==> src/rtl/sar_bus_pkg.sv <==
package sar_bus_pkg;

  typedef enum logic [3:0] {
    ST_IDLE,
    ST_WR_ACT,
    ST_WR_HOLD,
    ST_QUIET,
    ST_CNV_LOW,
    ST_CNV_WAIT,
    ST_RD_SETUP,
    ST_RD_LOW,
    ST_RD_HIGH,
    ST_RD_END
  } seq_state_t;

  typedef struct packed {
    logic csn;
    logic rdn;
    logic wrn;
    logic cnvst;
    logic oe;
  } bus_drv_t;

  // Whole cycles covering a time in ns, never less than one.
  function automatic int unsigned ns_to_cycles(input int unsigned ns,
                                               input int unsigned period_ns);
    int unsigned c;
    c = (ns + period_ns - 1) / period_ns;
    return (c == 0) ? 1 : c;
  endfunction

  function automatic int unsigned max_u(input int unsigned a, input int unsigned b);
    return (a > b) ? a : b;
  endfunction

  // Strobe levels for a state; mode picks the convert-start style.
  function automatic bus_drv_t drive_for(input seq_state_t s, input logic mode);
    bus_drv_t d;
    d.csn   = 1'b1;
    d.rdn   = 1'b1;
    d.wrn   = 1'b1;
    d.oe    = 1'b0;
    d.cnvst = mode ? (s != ST_CNV_LOW) : (s == ST_CNV_WAIT);
    case (s)
      ST_WR_ACT: begin
        d.csn = 1'b0;
        d.wrn = 1'b0;
        d.oe  = 1'b1;
      end
      ST_WR_HOLD:  d.oe  = 1'b1;
      ST_RD_SETUP: d.csn = 1'b0;
      ST_RD_LOW: begin
        d.csn = 1'b0;
        d.rdn = 1'b0;
      end
      ST_RD_HIGH:  d.csn = 1'b0;
      ST_RD_END:   d.csn = 1'b0;
      default: ;
    endcase
    return d;
  endfunction

endpackage

==> src/rtl/sar_dwell_timer.sv <==
module sar_dwell_timer #(
  parameter int unsigned CW = 8
) (
  input  logic          clk,
  input  logic          rst_n,
  input  logic          load_i,
  input  logic [CW-1:0] dwell_i,
  output logic          expired_o
);

  logic [CW-1:0] cnt_q;

  // A load of N makes expired_o rise in the N-th cycle after the load edge.
  always_ff @(posedge clk) begin
    if (!rst_n) begin
      cnt_q <= '0;
    end else if (load_i) begin
      cnt_q <= dwell_i - CW'(1);
    end else if (cnt_q != '0) begin
      cnt_q <= cnt_q - CW'(1);
    end
  end

  assign expired_o = (cnt_q == '0);

endmodule

==> src/rtl/sar_eoc_watch.sv <==
module sar_eoc_watch #(
  parameter int unsigned SYNC_STAGES = 2
) (
  input  logic clk,
  input  logic rst_n,
  input  logic arm_i,
  input  logic eocn_i,
  output logic eoc_fall_o
);

  localparam int unsigned S = (SYNC_STAGES < 2) ? 2 : SYNC_STAGES;

  logic [S-1:0] sync_q;
  logic         eoc_lvl;
  logic         hi_seen_q;

  always_ff @(posedge clk) begin
    if (!rst_n) begin
      sync_q <= '1;
    end else begin
      sync_q <= {sync_q[S-2:0], eocn_i};
    end
  end

  assign eoc_lvl = sync_q[S-1];

  // The flag must be seen high after arming before a low level counts.
  always_ff @(posedge clk) begin
    if (!rst_n || !arm_i) begin
      hi_seen_q <= 1'b0;
    end else if (eoc_lvl) begin
      hi_seen_q <= 1'b1;
    end
  end

  assign eoc_fall_o = arm_i && hi_seen_q && !eoc_lvl;

endmodule

==> src/rtl/sar_chan_counter.sv <==
module sar_chan_counter #(
  parameter int unsigned NUM_CH = 8,
  parameter int unsigned CW     = 3
) (
  input  logic          clk,
  input  logic          rst_n,
  input  logic          clr_i,
  input  logic          adv_i,
  output logic [CW-1:0] idx_o,
  output logic          last_o
);

  logic [CW-1:0] idx_q;

  assign last_o = (idx_q == CW'(NUM_CH - 1));

  always_ff @(posedge clk) begin
    if (!rst_n || clr_i) begin
      idx_q <= '0;
    end else if (adv_i) begin
      idx_q <= last_o ? '0 : idx_q + CW'(1);
    end
  end

  assign idx_o = idx_q;

endmodule

==> src/rtl/sar_bus_ctrl.sv <==
module sar_bus_ctrl
  import sar_bus_pkg::*;
#(
  parameter int unsigned NUM_CH        = 8,
  parameter int unsigned SAMPLE_W      = 16,
  parameter int unsigned CLK_PERIOD_NS = 5,
  parameter int unsigned QUIET_NS      = 500,
  parameter int unsigned CNV_LOW_NS    = 20,
  parameter int unsigned WR_LOW_NS     = 20,
  parameter int unsigned WR_SETUP_NS   = 10,
  parameter int unsigned RD_LOW_NS     = 30,
  parameter int unsigned RD_HIGH_NS    = 10,
  parameter int unsigned RD_ACCESS_NS  = 35,
  localparam int unsigned CH_W = (NUM_CH > 1) ? $clog2(NUM_CH) : 1,
  localparam int unsigned CFG_W = 4
) (
  input  logic                clk,
  input  logic                rst_n,
  input  logic                trig_i,
  input  logic                cfg_wr_i,
  input  logic [CFG_W-1:0]    cfg_i,
  output logic                csn_o,
  output logic                rdn_o,
  output logic                wrn_o,
  output logic                cnvst_o,
  input  logic [SAMPLE_W-1:0] db_i,
  output logic [SAMPLE_W-1:0] db_o,
  output logic                db_oe_o,
  input  logic                eocn_i,
  output logic                smp_valid_o,
  output logic [SAMPLE_W-1:0] smp_data_o,
  output logic [CH_W-1:0]     smp_ch_o,
  output logic                smp_last_o,
  output logic                overrun_o
);

  // Dwell of each timed state, in whole clock cycles.
  localparam int unsigned WR_CYC    = max_u(ns_to_cycles(WR_LOW_NS, CLK_PERIOD_NS),
                                            ns_to_cycles(WR_SETUP_NS, CLK_PERIOD_NS));
  localparam int unsigned QUIET_CYC = ns_to_cycles(QUIET_NS, CLK_PERIOD_NS);
  localparam int unsigned CNVL_CYC  = ns_to_cycles(CNV_LOW_NS, CLK_PERIOD_NS);
  localparam int unsigned RDL_CYC   = max_u(ns_to_cycles(RD_LOW_NS, CLK_PERIOD_NS),
                                            ns_to_cycles(RD_ACCESS_NS, CLK_PERIOD_NS) + 1);
  localparam int unsigned RDH_CYC   = ns_to_cycles(RD_HIGH_NS, CLK_PERIOD_NS);
  localparam int unsigned MAX_DWELL = max_u(max_u(WR_CYC, QUIET_CYC),
                                            max_u(CNVL_CYC, max_u(RDL_CYC, RDH_CYC)));
  localparam int unsigned TMR_W     = $clog2(MAX_DWELL + 1);

  seq_state_t        st_q, st_nxt;
  bus_drv_t          drv_q, drv_nxt;
  logic              tmr_load, tmr_done;
  logic [TMR_W-1:0]  tmr_val;
  logic              eoc_fall;
  logic [CH_W-1:0]   ch_idx;
  logic              ch_last;
  logic [CFG_W-1:0]  cfg_q;
  logic              mode_q, mode_nxt;
  logic              overrun_q;
  logic              smp_valid_q, smp_last_q;
  logic [SAMPLE_W-1:0] smp_data_q;
  logic [CH_W-1:0]   smp_ch_q;

  // Named events for the checker and for readability.
  logic seq_idle, trig_acc, cfg_acc, rd_cap_ev;

  assign seq_idle  = (st_q == ST_IDLE);
  assign cfg_acc   = seq_idle && cfg_wr_i;
  assign trig_acc  = seq_idle && !cfg_wr_i && trig_i;
  assign rd_cap_ev = (st_q == ST_RD_LOW) && tmr_done;

  always_comb begin
    st_nxt = st_q;
    case (st_q)
      ST_IDLE: begin
        if (cfg_acc)       st_nxt = ST_WR_ACT;
        else if (trig_acc) st_nxt = ST_QUIET;
      end
      ST_WR_ACT:   if (tmr_done) st_nxt = ST_WR_HOLD;
      ST_WR_HOLD:  if (tmr_done) st_nxt = ST_IDLE;
      ST_QUIET:    if (tmr_done) st_nxt = mode_q ? ST_CNV_LOW : ST_CNV_WAIT;
      ST_CNV_LOW:  if (tmr_done) st_nxt = ST_CNV_WAIT;
      ST_CNV_WAIT: if (eoc_fall) st_nxt = ST_RD_SETUP;
      ST_RD_SETUP: if (tmr_done) st_nxt = ST_RD_LOW;
      ST_RD_LOW:   if (tmr_done) st_nxt = ch_last ? ST_RD_END : ST_RD_HIGH;
      ST_RD_HIGH:  if (tmr_done) st_nxt = ST_RD_LOW;
      ST_RD_END:   if (tmr_done) st_nxt = ST_IDLE;
      default:     st_nxt = ST_IDLE;
    endcase
  end

  // Each entry into a state reloads the dwell timer.
  always_comb begin
    tmr_load = (st_nxt != st_q);
    case (st_nxt)
      ST_WR_ACT:  tmr_val = TMR_W'(WR_CYC);
      ST_QUIET:   tmr_val = TMR_W'(QUIET_CYC);
      ST_CNV_LOW: tmr_val = TMR_W'(CNVL_CYC);
      ST_RD_LOW:  tmr_val = TMR_W'(RDL_CYC);
      ST_RD_HIGH: tmr_val = TMR_W'(RDH_CYC);
      default:    tmr_val = TMR_W'(1);
    endcase
  end

  // The new start mode takes effect as the write completes.
  assign mode_nxt = (st_q == ST_WR_HOLD) ? cfg_q[0] : mode_q;
  assign drv_nxt  = drive_for(st_nxt, mode_nxt);

  always_ff @(posedge clk) begin
    if (!rst_n) begin
      st_q   <= ST_IDLE;
      drv_q  <= drive_for(ST_IDLE, 1'b0);
      mode_q <= 1'b0;
      cfg_q  <= '0;
    end else begin
      st_q   <= st_nxt;
      drv_q  <= drv_nxt;
      mode_q <= mode_nxt;
      if (cfg_acc) cfg_q <= cfg_i;
    end
  end

  always_ff @(posedge clk) begin
    if (!rst_n) begin
      overrun_q <= 1'b0;
    end else if (trig_i && !trig_acc) begin
      overrun_q <= 1'b1;
    end
  end

  always_ff @(posedge clk) begin
    if (!rst_n) begin
      smp_valid_q <= 1'b0;
      smp_last_q  <= 1'b0;
      smp_data_q  <= '0;
      smp_ch_q    <= '0;
    end else begin
      smp_valid_q <= rd_cap_ev;
      if (rd_cap_ev) begin
        smp_data_q <= db_i;
        smp_ch_q   <= ch_idx;
        smp_last_q <= ch_last;
      end
    end
  end

  sar_dwell_timer #(.CW(TMR_W)) u_tmr (
    .clk       (clk),
    .rst_n     (rst_n),
    .load_i    (tmr_load),
    .dwell_i   (tmr_val),
    .expired_o (tmr_done)
  );

  sar_eoc_watch #(.SYNC_STAGES(2)) u_eoc (
    .clk        (clk),
    .rst_n      (rst_n),
    .arm_i      (st_q == ST_CNV_WAIT),
    .eocn_i     (eocn_i),
    .eoc_fall_o (eoc_fall)
  );

  sar_chan_counter #(.NUM_CH(NUM_CH), .CW(CH_W)) u_ch (
    .clk    (clk),
    .rst_n  (rst_n),
    .clr_i  (trig_acc),
    .adv_i  (rd_cap_ev),
    .idx_o  (ch_idx),
    .last_o (ch_last)
  );

  assign csn_o       = drv_q.csn;
  assign rdn_o       = drv_q.rdn;
  assign wrn_o       = drv_q.wrn;
  assign cnvst_o     = drv_q.cnvst;
  assign db_oe_o     = drv_q.oe;
  assign db_o        = drv_q.oe ? SAMPLE_W'(cfg_q) : '0;
  assign smp_valid_o = smp_valid_q;
  assign smp_data_o  = smp_data_q;
  assign smp_ch_o    = smp_ch_q;
  assign smp_last_o  = smp_last_q;
  assign overrun_o   = overrun_q;

endmodule

==> config.mk <==
export PLATFORM = sky130hd
export DESIGN_NAME = sar_bus_ctrl
export DESIGN_NICKNAME = d
export VERILOG_FILES = /design/src/rtl/sar_bus_pkg.sv /design/src/rtl/sar_dwell_timer.sv /design/src/rtl/sar_eoc_watch.sv /design/src/rtl/sar_chan_counter.sv /design/src/rtl/sar_bus_ctrl.sv
export SDC_FILE = /design/constraint.sdc
export NUM_CORES = 1
export LEC_CHECK = 0
export ABC_AREA = 1
export CORE_MARGIN = 2
export CORE_UTILIZATION = 40
export CTS_CLUSTER_SIZE = 24
export DETAILED_ROUTE_END_ITERATION = 10
export GPL_TIMING_DRIVEN = 1
export PLACE_DENSITY_LB_ADDON = 0.05
export RECOVER_POWER = 100
export SLEW_MARGIN = 20
export SYNTH_ARGS = -nofsm -noshare
export SYNTH_HDL_FRONTEND = slang
export SYNTH_SLANG_ARGS = --single-unit
==> constraint.sdc <==
create_clock -name clk -period 2.58 [get_ports clk]
set_clock_uncertainty 0.15 [all_clocks]
set_input_delay 0.774 -clock clk [delete_from_list [all_inputs] [get_ports clk]]
set_output_delay 0.774 -clock clk [all_outputs]
set_load 0.005 [all_outputs]
==> results of run 1 <==
layer usage:
metal | GRT usage, % | vias to the layer above | share of wire (%)
li1 | - | 1312 | -
met1 | 24.7 | 1119 | 48
met2 | 28.9 | 56 | 46
met3 | 4.02 | 7 | 4.8
met4 | 5.50 | 0 | 1.2
met5 | 0 | - | 0
synthesized netlist by cell type:
cell type,instances,area (sq um)
sky130_fd_sc_hd__a211oi_1,2,15.0
sky130_fd_sc_hd__a21oi_1,16,80.1
sky130_fd_sc_hd__a31oi_1,2,12.5
sky130_fd_sc_hd__a41oi_1,1,8.76
sky130_fd_sc_hd__buf_4,12,90.1
sky130_fd_sc_hd__clkbuf_1,9,33.8
sky130_fd_sc_hd__conb_1,1,3.75
sky130_fd_sc_hd__dfxtp_1,49,981
sky130_fd_sc_hd__ha_1,3,37.5
sky130_fd_sc_hd__inv_1,38,143
sky130_fd_sc_hd__inv_2,5,18.8
sky130_fd_sc_hd__inv_4,1,6.26
sky130_fd_sc_hd__nand2_1,70,263
sky130_fd_sc_hd__nand2_2,7,43.8
sky130_fd_sc_hd__nand2_4,2,22.5
sky130_fd_sc_hd__nand3_1,20,100
sky130_fd_sc_hd__nand3_2,1,10.0
sky130_fd_sc_hd__nand3_4,1,17.5
sky130_fd_sc_hd__nand3b_1,1,7.51
sky130_fd_sc_hd__nand4_1,8,50.1
sky130_fd_sc_hd__nor2_1,78,293
sky130_fd_sc_hd__nor2_2,3,18.8
sky130_fd_sc_hd__nor2_4,2,22.5
sky130_fd_sc_hd__nor3_1,1,5.00
sky130_fd_sc_hd__o211ai_1,1,7.51
sky130_fd_sc_hd__o21ai_0,25,125
sky130_fd_sc_hd__o21ai_1,3,15.0
sky130_fd_sc_hd__o41ai_1,1,8.76
sky130_fd_sc_hd__or2_2,2,12.5
power by group through the flow:
stage               Sequential [mW]  Clock [mW]  Combinational [mW]
floorplan                     0.920           0               0.869
global placement              0.937           0                1.34
detailed placement            0.937           0                1.35
CTS                           0.919       0.598                1.39
global route                  0.956       0.623                1.75
finish                        0.944       0.578                1.56
layout make-up:
cell class,count,area [sq um]
Timing Repair Buffer,92,807
Fill cell,584,2390
Clock buffer,6,82.6
Multi-Input combinational cell,262,1340
Tap cell,75,93.8
Clock inverter,2,37.5
Inverter,44,170
Sequential cell,49,998
path summary, 6_finish.rpt:
kind / start / end / slack, ns
worst max-delay path: u_tmr.cnt_q[0] / u_tmr.cnt_q[6] / 0.15
worst min-delay path: u_eoc.sync_q[0] / u_eoc.sync_q[1] / 0.28
worst max register to register: u_tmr.cnt_q[0] / u_tmr.cnt_q[6] / 0.15
worst min register to register: u_eoc.sync_q[0] / u_eoc.sync_q[1] / 0.28
logic make-up after synthesis:
kind of cell | Yosys count | share of synthesized area [%]
and+or+nand+nor | 196 | 35.3
AOI/OAI and AO/OA | 51 | 11.1
other | 1 | 0.153
buffers and inverters | 65 | 11.9
DFF | 49 | 40.0
adders and majority gates | 3 | 1.53
sequential cells by signal, indices dropped and copies added, names as in the netlist, 2 cells and up:
signal	cells
u_ch.idx_o	3
u_eoc.sync_q	2
smp_ch_o	3
smp_data_o	16
u_tmr.cnt_q	7
st_q	4
cfg_q	4
worst max-delay path, stage by stage, from the launching register on:
cell and delay (ns):
sky130_fd_sc_hd__dfxtp_2 0.32, sky130_fd_sc_hd__inv_1 0.06, sky130_fd_sc_hd__nand2_1 0.07, sky130_fd_sc_hd__nor2_1 0.14, sky130_fd_sc_hd__nand2_2 0.15, sky130_fd_sc_hd__buf_4 0.18
sky130_fd_sc_hd__nand2_1 0.10, sky130_fd_sc_hd__nand2_1 0.06, sky130_fd_sc_hd__o21ai_1 0.12, sky130_fd_sc_hd__nand3_1 0.16, sky130_fd_sc_hd__o21ai_2 0.12, sky130_fd_sc_hd__o21ai_2 0.08
sky130_fd_sc_hd__nand2_2 0.08, sky130_fd_sc_hd__ha_2 0.17, sky130_fd_sc_hd__inv_2 0.05, sky130_fd_sc_hd__nor2_4 0.11, sky130_fd_sc_hd__nand3_2 0.09, sky130_fd_sc_hd__nor2_2 0.10
sky130_fd_sc_hd__nor2_1 0.05
through the flow:
stage / util, % / hold slack (ns) / area, sq um
CTS: 57.4 / 0.280 / 3400
global placement: 55.2 / 0.244 / 3270
detailed placement: 55.2 / 0.258 / 3270
global route: 59.6 / 0.298 / 3530
finish: 59.6 / 0.278 / 3530
floorplan: - / 0.243 / 2530
placed cells by master (no fill, tap or decap), drive strengths merged:
master,synthesis,layout
a211oi,2,2
a21oi,16,16
a31oi,2,2
a41oi,1,1
buf,12,34
bufinv,0,1
clkbuf,9,11
clkdlybuf4s50,0,52
clkinvlp,0,1
conb,1,12
dfxtp,49,49
dlygate4sd3,0,1
ha,3,3
inv,44,44
nand2,79,79
nand3,22,22
nand3b,1,1
nand4,8,8
nor2,83,83
nor3,1,1
o211ai,1,1
o21ai,28,28
o41ai,1,1
or2,2,2
repair_timing:
item                       in CTS  in global routing
buffers inserted                1                  6
gates resized for setup         4                 39
pin swaps                       3                 14
setup endpoints to repair       7                  6
==> reports/results.txt, run 1 <==
The tools report the kind of capture point of the worst setup path as a flip-flop. For this block, the via count after detailed routing is 2,494. The logic depth of the worst register-to-register path works out to 18.

The run finished with clean final reports. The via density per instance was 4.71. CTS placed an instance of sky130_fd_sc_hd__clkbuf_8 at the clock tree root. The first-pass GRT wire length was 9490 um; the synthesized cell area was 0.00245 sq mm.

The die is 82.3 um wide. Before antenna repair, the detailed router went through 4 iterations. The number of distinct standard cells referenced by the synthesized netlist is 29, and the flip-flop and latch count after synthesis is 49. The worst-case vdd ir drop was 447 uV; the number of antenna repair diodes was 0. Peak clock frequency supported by timing: 0.411 GHz. The detail route stage leaves a number of antenna-violating nets equal to 0. In this run, post-CTS hold repair placed 0 buffers. For the worst setup path, the data arrival time is 2.49 ns. The total detailed-routing wirelength is 6100 um. The total count of hold-check failures in the final report is 0, and the maximum buffer depth of the clock tree is 2.

The logs give 2.63 ns for the critical path required time and 40.0% for the sequential element share of the synthesized area. For the final routed database, the setup TNS stands at 0 ns. The clock tree synthesis step divided the H-tree into 2 levels.

The die covers 0.00677 sq mm. For this design the ratio of total power to cell area is 874 mW/mm^2. For the leakage power summed over all cells, the log shows 1.59 nW. After clock tree synthesis, the clock-pin slew on the worst setup and hold paths is 0.09 ns.

The count of boundary I/O pins was 68. The total of max-cap violations was 0. The floorplan step set the die height to 82.3 um.

TritonCTS built the clock tree. For the count of warnings emitted by yosys, the log shows 0. The number of global-route vias before repair came out at 2,123. Sink count of the clock tree: 49. Prior to clock tree synthesis, the placed netlist has a worst setup slack of -0.523 ns. The logs give 0.00592 sq mm for the core region area and 0 for the final number of setup-violating endpoints. In the finished design, the share of the clock period the worst path needs comes to 94.3%. The path class of the tightest hold or removal check is reg -> reg. The worst hold path depth came out at 1. The clock buffer count from CTS was 5; the relative contribution of sequential cells to total power was 30.6%. The final layout contains 482 nets. Combinational logic is responsible for 50.6% of the overall power.

The critical path class is reg -> reg. For this configuration, the core starts out at a cell density of 41.4%. Total chip power: 3.08 mW.

Measured against its own limit, the worst slew margin works out to 64.8%. The total count of max-transition violations in the final report was 0. The logs give 365 for the synthesized instance count and 18.2% for the global-route total usage across every layer. Of the total power, the share spent switching nets is 39.0%. Largest net degree at the start of global routing: 24.

For the pin with the worst max-slew slack, the measured transition is 0.528 ns. Along the worst path, the maximum fanout reaches 7. Once detailed placement completed, the half-perimeter wirelength came to 4540 um.

The number of buffers inserted by port buffering was 55. The finished layout holds 530 standard cells, fillers aside. The post-route minimum period works out to 2.43 ns. The initial antenna violation count was 0; the sum of overflow across all layers after global routing was 0.

The switching power was 1.20 mW. The floorplan has 28 rows. The initial detailed-routing violation count is 67. The mean area per synthesized cell is 6.72 sq um, and the proportion of power drawn by the clock network is 18.8%.

Counting tap cells, the placed design contains a total of 515 instances. Routability-driven placement finished with a final weighted congestion of 0.854. Compared with the post-synthesis result, the final layout area differs by 43.9%.

For this run, design rule violations remaining after detail routing come to 0. The total internal power is 1.88 mW, and the routed wirelength normalized by instance count is 11.5 um. The fraction of layout cells with a size suffix above 1 was 22.6%. The worst setup path is launched from a flip-flop.

The later pin in the worst-skew pair is clocked with a latency of 0.30 ns. Once routing completed, OpenROAD measured the worst setup slack at 0.147 ns.
Power figures use the tool's default switching activity.
==> inputs of run 2 (changes only) <==
clock period = 1.95 ns   (was 2.58 ns; I/O delays follow)
==> reports/results.txt, run 2 (synthesized netlist as in run 1, its figures left out) <==
The tools report the capturing point of the worst reg2reg path as u_tmr.cnt_q[6] (unchanged). The capture endpoint of the worst hold path is u_eoc.sync_q[1] (unchanged). The core region area was 0.00592 sq mm (unchanged); the total of max-cap violations was 0 (unchanged).

The clock-pin slew on the worst setup and hold paths is 0.09 ns (about the same). TritonCTS built the clock tree. The sink count of the clock tree is 49 (unchanged). The worst hold path class is reg -> reg (unchanged).

The multi-input logic area was 0.00145 sq mm (was 0.00134 sq mm). The final reports fail on negative setup slack. The initial antenna violation count was 0 (unchanged).

The number of antenna repair diodes was 0 (unchanged); the vertical extent of the die was 82.3 um (unchanged). The run gives 0 (unchanged) as the total count of max-transition violations in the final report. The sum of overflow across all layers after global routing was 0 (unchanged).

The sort of element at the start of the critical path was a flip-flop (unchanged). For the number of cell rows, the log shows 28 (unchanged). For the number of nets in the final layout, the log shows 520 (was 482). The most common library cell in the layout ignoring fill and taps was sky130_fd_sc_hd__nor2_1 (unchanged). For the worst hold slack across all endpoints, the log shows 0.277 ns (was 0.278 ns).

The maximum buffer depth of the clock tree was 2 (unchanged). The tools report the number of remaining DRC errors as 0 (unchanged). The start point of the worst min-delay path is u_eoc.sync_q[0] (unchanged). The worst-case vdd ir drop was 636 uV (was 447 uV); the logic depth of the worst register-to-register path was 17 (was 18).

The switching power was 1.83 mW (was 1.20 mW); the post-route minimum period was 2.39 ns (was 2.43 ns). The slack of the worst reg-to-reg path was -0.44 ns (was 0.15 ns); the number of buffers inserted by port buffering was 55 (unchanged). The number of fillers in the final layout came out at 534 (was 584). For the routability congestion estimate from global placement, the log shows 0.874 (was 0.854).

Commonest cells after routing, fill and taps aside: sky130_fd_sc_hd__nor2_1, sky130_fd_sc_hd__buf_4, sky130_fd_sc_hd__nand2_1, sky130_fd_sc_hd__clkdlybuf4s50_1, sky130_fd_sc_hd__dfxtp_1 (was sky130_fd_sc_hd__nor2_1, sky130_fd_sc_hd__nand2_1, sky130_fd_sc_hd__clkdlybuf4s50_1, sky130_fd_sc_hd__dfxtp_1). The tools report the critical path required time as 2.00 ns (was 2.63 ns). The largest net degree at the start of global routing is 24 (unchanged), and the largest fanout on the critical path is 6 (was 7). The final setup slack of the worst path is -0.445 ns (was 0.147 ns), and the number of flip-flops in the largest register is 16 (unchanged). The peak clock frequency supported by timing was 0.418 GHz (was 0.411 GHz); the horizontal extent of the die was 82.3 um (unchanged).

The via density per instance came out at 4.71 (about the same). The run gives 5 (unchanged) as the clock buffer count from CTS. For the detailed placer's ending HPWL, the log shows 4880 um (was 4540 um).

Die footprint: 0.00677 sq mm (unchanged). The run gives 4 (unchanged) as the first-pass detailed-route iteration total. For the number of global-route vias before repair, the log shows 2,425 (was 2,123).

The via count was 2,673 (was 2,494). The total area of sequential cells is 0.00101 sq mm (was 998 sq um), and the total internal power is 2.72 mW (was 1.88 mW). The sum of negative setup slack came out at -2.99 ns (was 0 ns). The run gives 0 (unchanged) as the remaining antenna violation count after routing. The cell at the root of the clock tree is sky130_fd_sc_hd__clkbuf_8 (unchanged). For the total detailed-routing wirelength, the log shows 6920 um (was 6100 um). The switching share of power came out at 40.3% (was 39.0%). Share of the clock period used by the worst path: 123% (was 94.3%). The share of power burned in combinational logic was 59.7% (was 50.6%). The total count of hold-check failures in the final report came out at 0 (unchanged). The power per unit of standard cell area came out at 1150 mW/mm^2 (was 874 mW/mm^2).

The initial detailed-routing violation count was 79 (was 67); the final core utilization was 66.6% (was 59.6%). The source-to-sink clock delay at the later pin of the worst-skew pair is 0.30 ns (about the same). The fraction of layout cells with a size suffix above 1 was 35.1% (was 22.6%).

The run finished, with violations left. The area growth from synthesis to layout is 60.8% (was 43.9%). The worst hold path depth was 1 (unchanged).

The kind of capture point of the worst setup path was a flip-flop (unchanged). The run gives 1.83 nW (was 1.59 nW) as the leakage power summed over all cells. The effective utilization at floorplan was 41.4% (unchanged). For the final number of setup-violating endpoints, the log shows 10 (was 0). The relative contribution of sequential cells to total power is 27.4% (was 30.6%), and the routed wirelength normalized by instance count is 12.2 um (was 11.5 um).

The critical path class is reg -> reg (unchanged). Worst reg2reg path startpoint: st_q[2] (was u_tmr.cnt_q[0]). The data arrival time of the critical path is 2.44 ns (was 2.49 ns), and the global-route total usage across every layer is 21.3% (was 18.2%). Setup repair after global routing could not meet its margin everywhere. The proportion of power drawn by the clock network is 12.9% (was 18.8%), and the first-pass GRT wire length is 11,200 um (was 9490 um). The tools report the total number of H-tree levels as 2 (unchanged).

The count of boundary I/O pins was 68 (unchanged).
## run 2: cell count changes in the layout (fill, tap and decap cells not counted), moves of 4 or more
| cell | change |
|---|---|
| sky130_fd_sc_hd__nor2_1 | -7 |
| sky130_fd_sc_hd__nand2_1 | -8 |
| sky130_fd_sc_hd__nor2_2 | +7 |
| sky130_fd_sc_hd__dlygate4sd2_1 | +6 |
| sky130_fd_sc_hd__nand3_1 | -4 |
| sky130_fd_sc_hd__buf_6 | +12 |
| sky130_fd_sc_hd__nand2_2 | +5 |
| sky130_fd_sc_hd__nand3_2 | +5 |
| sky130_fd_sc_hd__clkdlybuf4s50_1 | -4 |
| sky130_fd_sc_hd__buf_4 | +24 |
| sky130_fd_sc_hd__dfxtp_1 | -5 |
## run 2: cell type report
class | instances | share of cell area, %
clock buffers | 6 | 1.84
clock inverters | 2 | 0.254
inverters | 44 | 4.31
multi-input cells | 262 | 36.8
flip-flops and latches | 49 | 25.6
well taps | 75 | 2.38
repair buffers | 130 | 28.8
## run 2: timing repair
item                       in CTS  in global routing
setup endpoints to repair      17                 10
hold buffers                    0                  0
pin swaps                      21                 22
setup buffers                  21                  6
resized for setup              75                 19
## run 2: how the worst max path moves through the flow
stage	slack [ns]	start	end	depth (start not counted)
after floorplan	-0.46	cfg_wr_i	u_tmr.cnt_q[6]	17
after global placement	-0.86	cfg_wr_i	u_tmr.cnt_q[6]	16
after detailed placement	-0.90	cfg_wr_i	u_tmr.cnt_q[6]	17
after CTS	-0.36	st_q[3]	u_tmr.cnt_q[6]	19
after global routing	-0.59	u_tmr.cnt_q[6]	u_tmr.cnt_q[5]	19
final	-0.44	st_q[2]	u_tmr.cnt_q[6]	17
## run 2: through the flow
step                      setup slack (ns)  instance area (sq um)  total power [mW]  instances
after detailed placement            -0.900                   3490              3.22        541
after global placement              -0.856                   3490              3.19        541
after CTS                           -0.361                   3890              4.39        566
after floorplan                     -0.456                   2550              2.41        376
final                               -0.445                   3940              4.55        568
after global routing                -0.593                   3940              4.88        568
## run 2: power groups by stage
stage | Clock (mW) | Combinational (mW) | Sequential [mW]
finish | 0.587 | 2.72 | 1.25
global route | 0.643 | 2.98 | 1.26
CTS | 0.606 | 2.54 | 1.25
detailed placement | 0 | 1.98 | 1.24
global placement | 0 | 1.95 | 1.24
floorplan | 0 | 1.19 | 1.22
## run 2: metal layers
layer | wire length (um) | GRT usage [%] | up-vias
li1 | - | - | 1383
met1 | 3190 | 29.1 | 1210
met2 | 3190 | 33.7 | 67
met3 | 394 | 5.65 | 13
met4 | 147 | 4.67 | 0
met5 | 0 | 0 | -
## run 2: critical path, stage by stage, from the launching register on
cell,delay [ns]
sky130_fd_sc_hd__dfxtp_4,0.38
sky130_fd_sc_hd__nor2_4,0.20
sky130_fd_sc_hd__nand2_2,0.10
sky130_fd_sc_hd__nor2_2,0.13
sky130_fd_sc_hd__nor2_1,0.05
sky130_fd_sc_hd__nand2_1,0.08
sky130_fd_sc_hd__nand2_2,0.09
sky130_fd_sc_hd__nand2_4,0.13
sky130_fd_sc_hd__nand2_4,0.07
sky130_fd_sc_hd__nand2_4,0.07
sky130_fd_sc_hd__nand4_1,0.16
sky130_fd_sc_hd__nand2_2,0.13
sky130_fd_sc_hd__ha_4,0.14
sky130_fd_sc_hd__inv_4,0.04
sky130_fd_sc_hd__nor2_4,0.14
sky130_fd_sc_hd__nand3_2,0.08
sky130_fd_sc_hd__nor2_1,0.10
sky130_fd_sc_hd__nor2_1,0.05
